`src/rtl/rs485_de_pkg.sv`:
```
package rs485_de_pkg;

    typedef enum logic [1:0] {
        ST_IDLE       = 2'd0,
        ST_LEAD_ALIGN = 2'd1,
        ST_LEAD_FULL  = 2'd2,
        ST_FRAME      = 2'd3
    } de_state_t;

    localparam int unsigned STATE_W = $bits(de_state_t);

endpackage

```
`src/rtl/rs485_de_pending.sv`:
```
module rs485_de_pending (
    input  logic clk,
    input  logic rst_n,
    input  logic set_i,
    input  logic take_i,
    output logic held_o
);
    logic held_q;

    always_ff @(posedge clk or negedge rst_n) begin
        if (!rst_n) begin
            held_q <= 1'b0;
        end else if (take_i) begin
            held_q <= 1'b0;
        end else if (set_i) begin
            held_q <= 1'b1;
        end
    end

    assign held_o = held_q;
endmodule

```
`src/rtl/rs485_de_fsm.sv`:
```
module rs485_de_fsm
    import rs485_de_pkg::*;
(
    input  logic      clk,
    input  logic      rst_n,
    input  logic      mode_on,
    input  logic      wr_now,
    input  logic      held,
    input  logic      tick,
    input  logic      busy,
    input  logic      done,
    output logic      pend_set,
    output logic      pend_take,
    output logic      de_o,
    output logic      go_o,
    output de_state_t state_o
);
    de_state_t state_q, state_d;
    logic byte_ready;

    assign byte_ready = wr_now | held;

    // state register
    always_ff @(posedge clk or negedge rst_n) begin
        if (!rst_n) begin
            state_q <= ST_IDLE;
        end else begin
            state_q <= state_d;
        end
    end

    // next state
    always_comb begin
        state_d = state_q;
        unique case (state_q)
            ST_IDLE: begin
                if (byte_ready) begin
                    if (mode_on) begin
                        state_d = ST_LEAD_ALIGN;
                    end else if (!busy) begin
                        state_d = ST_FRAME;
                    end
                end
            end
            ST_LEAD_ALIGN: begin
                if (!mode_on) begin
                    if (!busy) state_d = ST_FRAME;
                end else if (tick) begin
                    state_d = ST_LEAD_FULL;
                end
            end
            ST_LEAD_FULL: begin
                if (!mode_on || tick) begin
                    if (!busy) state_d = ST_FRAME;
                end
            end
            ST_FRAME: begin
                if (done && !byte_ready) begin
                    state_d = ST_IDLE;
                end
            end
            default: state_d = ST_IDLE;
        endcase
    end

    // outputs
    always_comb begin
        go_o      = 1'b0;
        pend_take = 1'b0;
        pend_set  = 1'b0;
        de_o      = 1'b0;
        unique case (state_q)
            ST_IDLE: begin
                pend_set = wr_now;
                if (byte_ready && (mode_on || !busy)) begin
                    pend_take = 1'b1;
                    go_o      = !mode_on;
                end
            end
            ST_LEAD_ALIGN: begin
                de_o = mode_on;
                go_o = !mode_on && !busy;
            end
            ST_LEAD_FULL: begin
                de_o = mode_on;
                go_o = (!mode_on || tick) && !busy;
            end
            ST_FRAME: begin
                de_o     = mode_on;
                pend_set = wr_now;
                if (done && byte_ready) begin
                    go_o      = 1'b1;
                    pend_take = 1'b1;
                end
            end
            default: ;
        endcase
    end

    assign state_o = state_q;
endmodule

```
`src/rtl/rs485_de_gen.sv`:
```
module rs485_de_gen
    import rs485_de_pkg::*;
(
    input  logic clk,
    input  logic rst_n,
    input  logic de_enable,
    input  logic tx_write,
    input  logic bit_tick,
    input  logic shift_busy,
    input  logic frame_done,
    output logic drv_en,
    output logic shift_go
);
    logic      byte_held;
    logic      hold_set;
    logic      hold_take;
    de_state_t cur_state;

    rs485_de_pending u_pending (
        .clk    (clk),
        .rst_n  (rst_n),
        .set_i  (hold_set),
        .take_i (hold_take),
        .held_o (byte_held)
    );

    rs485_de_fsm u_fsm (
        .clk       (clk),
        .rst_n     (rst_n),
        .mode_on   (de_enable),
        .wr_now    (tx_write),
        .held      (byte_held),
        .tick      (bit_tick),
        .busy      (shift_busy),
        .done      (frame_done),
        .pend_set  (hold_set),
        .pend_take (hold_take),
        .de_o      (drv_en),
        .go_o      (shift_go),
        .state_o   (cur_state)
    );

    logic unused_state;
    assign unused_state = ^cur_state;
endmodule

```
`config.mk`:
```
export PLATFORM = sky130hd
export DESIGN_NAME = rs485_de_gen
export DESIGN_NICKNAME = d
export VERILOG_FILES = /design/src/rtl/rs485_de_pkg.sv /design/src/rtl/rs485_de_pending.sv /design/src/rtl/rs485_de_fsm.sv /design/src/rtl/rs485_de_gen.sv
export SDC_FILE = /design/constraint.sdc
export NUM_CORES = 1
export LEC_CHECK = 0
export BUFFER_PORTS_ARGS = -buffer_cell sky130_fd_sc_hd__buf_4
export CORE_AREA = 5 5 42 44
export DETAILED_ROUTE_END_ITERATION = 6
export DIE_AREA = 0 0 47 49
export GPL_ROUTABILITY_DRIVEN = 0
export PLACE_DENSITY = 0.54
export SLEW_MARGIN = 20
export SYNTH_ARGS = -nofsm -noshare
export SYNTH_HDL_FRONTEND = slang
export SYNTH_SLANG_ARGS = --single-unit
```
`constraint.sdc`:
```
create_clock -name clk -period 3.7 [get_ports clk]
set_input_delay 0 -clock clk [delete_from_list [all_inputs] [get_ports clk]]
set_output_delay 0 -clock clk [all_outputs]
set_load 0.01 [all_outputs]
```
==> metrics.md <==
| Metric | Value |
|---|---|
| Result of the run | complete, no violations |
| Total power per unit cell area | ~770 nW/µm² |
| Floorplan Core Area | about 1400 µm² |
| Sequential share of power | between 20% and 30% |
| CTS Buffer Depth | 2 |
| Max Transition Viols Final | 0 |
| Switching power of the nets | 0.148 mW |
| Maximum ir drop on the vdd rail | approximately 0.36 mV |
| Quantity of hold-fixing buffers added after cts | 1 |
| Number of cell rows | 14 |
| Total congestion overflow | 0 |
| TritonCTS clock tree | yes |
| Number of setup violations in the final report | 0 |
| Peak Freq | 526 MHz |
| Number of hold-slack violations in the final timing report | 0 |
| Post-Synthesis Cell Area | between 300 and 400 µm² |
| Post-CTS setup-driven buffer insertion count | 0 |
| Number of instances resized during post-cts repair | 0 |
| Aggregate routed wire length | ~730 µm |
| Worst setup path end | u_fsm.state_o[1] |
| Post-synthesis share of cell area spent on full adders, half adders and majority gates | 23.9% |
| Total negative slack for setup checks | 0 ps |
| DIE AREA | around 2300 µm² |
| Reg2reg end | u_fsm.state_o[1] |
| Layout cell share with drive strength beyond 1 | 22.6% |
| Fraction of synthesized cell area in xor and xnor cells | 0% |
| Net switching share of the total power | between 40% and 50% |
| Antenna violations before repair | 0 |
| Startpoint Class | register |
| Clock tree root driver cell | sky130_fd_sc_hd__clkbuf_4 |
| Part of the cycle the worst path needs | between 50 and 60% |
| Worst-Margin Slew | about 550 ps |
| Combinational fraction of design power | 62.1% |
| Initial core utilization | approximately 22% |
| Setup repair after global routing missed its margin | false |
| Dominant cell type by area after synthesis | sky130_fd_sc_hd__dfrtp_1 |
| Synth-to-layout area growth | 37.1% |
| Hold/Removal Path Class | in -> reg |
| First-pass GRT wire length | around 1200 µm |
| Via count of the first global-routing pass | 320 |
| Clock latency on the worst-skew pair | around 230 ps |
| Gr usage total | roughly 7% |
| Depth of the worst register-to-register path | 6 |
| FF-to-FF setup slack | roughly 1800 ps |
| H-tree level count | 1 |
| Flop and latch count out of synthesis | 3 |
| Minimum clock period after layout | 1900 ps |
| Beginning of the worst register-to-register path | u_fsm.state_o[1] |
| Commonest non-fill, non-tap cells in the layout | sky130_fd_sc_hd__a21oi_1 (8), sky130_fd_sc_hd__buf_4 (8), sky130_fd_sc_hd__ha_1 (6) |
| Worst slew margin relative to its limit | 63.6% |
| Count of yosys warnings during synthesis | 0 |
| Number of port buffers | 8 |
| Sink Count | 3 |
| Hold path start | tx_write |
| Worst setup slack after layout | 1800 ps |
| Share of synthesized area spent on multiplexers | 0% |
| Largest driver fanout on the critical path | 5 |
| Die width | roughly 47 µm |
| Biggest area contributors in the synthesized netlist | sky130_fd_sc_hd__dfrtp_1 (24%), sky130_fd_sc_hd__ha_1 (24%), sky130_fd_sc_hd__a21oi_1 (13%) |
| Place WS | about 1800 ps |
| Simple-gate share of the synthesized area | between 10% and 20% |
| Register area share after synthesis | around a quarter |
| Static power due to leakage | 0.213 nW |
| Remaining design rule violation count | 0 |
| Largest net degree at the start of global routing | 8 |
| Antenna cells | 0 |
| Mapped Nets | 53 |
| DR vias | a little over 300 |
| Total CTS buffers | 3 |
| Signal arrival time at the worst endpoint | between 2000 and 2500 ps |
| Final layout net count | 67 |
| Fin Clk Skew | 1.29 ps |
| Fraction of the mapped netlist area in compound gates | 31.1% |
| Post-CTS clock slew at the launch and capture registers of the worst setup and hold paths | around 40 ps |
| Largest family of logic cells by synthesized area | compound AO/OA/AOI/OAI gates |
| Cell-internal power | around 0.19 mW |
| Mean cell area of the mapped netlist | roughly 7.9 µm² |
| Routed len/inst | about 11 µm |
| Synth top area share | a little under a quarter |
| Element type at the critical path end | register |
| Mapped Cells | 40 |
| Via-to-Cell Ratio | approximately 4.5 |
| Required time of the worst setup path | between 3000 and 4000 ps |
| Final HPWL from detailed placement | between 600 and 700 µm |
| Count of unique library cells instantiated by Yosys | 15 |
| Worst Setup Path Type | reg -> reg |
| Filler instances | 162 |
| DR iter-0 viols | 3 |
| Detailed-routing iteration count for the pre-antenna-repair pass | 4 |
| Routed Antenna Nets | 0 |
| Relative contribution of the clock network to total power | 16.7% |
| Critical path startpoint | u_fsm.state_o[1] |
| Number of maximum-capacitance constraint violations | 0 |
| Chip height | around 49 µm |
| I/O pin count | 9 |
-- synthesized netlist by cell type, drive strengths merged --
master / instances
a211oi: 1
a21oi: 8
a222oi: 1
a22o: 1
dfrtp: 3
ha: 6
inv: 4
nand2: 4
nor2: 4
nor2b: 1
o211ai: 1
o21ai: 3
o31a: 1
or2: 1
or3b: 1
-- through the flow --
stage               hold WS [ps]  cell area [µm²]  power [mW]  util, %  instances
finish                      84.7              430       0.334     30.7         69
global route                 105              430       0.378     30.7         69
CTS                         85.1              430       0.338     30.7         69
detailed placement          -207              394       0.278     28.1         64
global placement            -207              394       0.277     28.1         64
floorplan                   -296              314       0.217        -         40
-- how the worst min path moves through the flow --
stage	end	slack (ps)	cells past startpoint
floorplan	u_fsm.state_o[0]	-300	0
global placement	u_pending.held_o	-210	1
detailed placement	u_pending.held_o	-210	1
CTS	u_pending.held_o	90	2
global route	u_fsm.state_o[0]	110	2
finish	u_pending.held_o	80	3
-- cell families after synthesis --
group | after synthesis
fa+ha+maj | 6
buf+inv | 4
compound gates | 16
flops | 3
simple gates | 11
-- cell type report --
type	instances	area, µm²	area share [%]
Sequential cell	3	75.1	17.4
Clock buffer	4	26.3	6.10
Tap cell	16	20.0	4.65
Inverter	4	15.0	3.49
Timing Repair Buffer	9	70.1	16.3
Multi-Input combinational cell	33	224	52.0
-- registers in the layout, summed over array words and instances (netlist names) --
name              flops
u_pending.held_o      1
u_fsm.state_o         2
-- critical path, stage by stage (launching register included) --
cell                       delay [ps]
sky130_fd_sc_hd__dfrtp_1          400
sky130_fd_sc_hd__inv_1            120
sky130_fd_sc_hd__ha_1             220
sky130_fd_sc_hd__or2_2            300
sky130_fd_sc_hd__a222oi_1         520
sky130_fd_sc_hd__a21oi_1          140
sky130_fd_sc_hd__a21oi_1          130
-- power groups by stage --
stage	Combinational (mW)	Sequential, mW	Clock (mW)
detailed placement	0.206	0.0716	0
finish	0.207	0.0709	0.0556
global placement	0.207	0.0700	0
floorplan	0.150	0.0666	0
CTS	0.209	0.0709	0.0580
global route	0.239	0.0753	0.0639
-- layer usage --
| metal | up-vias | track usage, % | part of all wire (%) |
|---|---|---|---|
| li1 | 168 | - | - |
| met1 | 136 | 8.13 | 43 |
| met2 | 5 | 10.9 | 52 |
| met3 | 2 | 3.69 | 3.4 |
| met4 | 0 | 2.30 | 1.1 |
| met5 | - | 0 | 0 |
(Power assumes the default switching activity.)
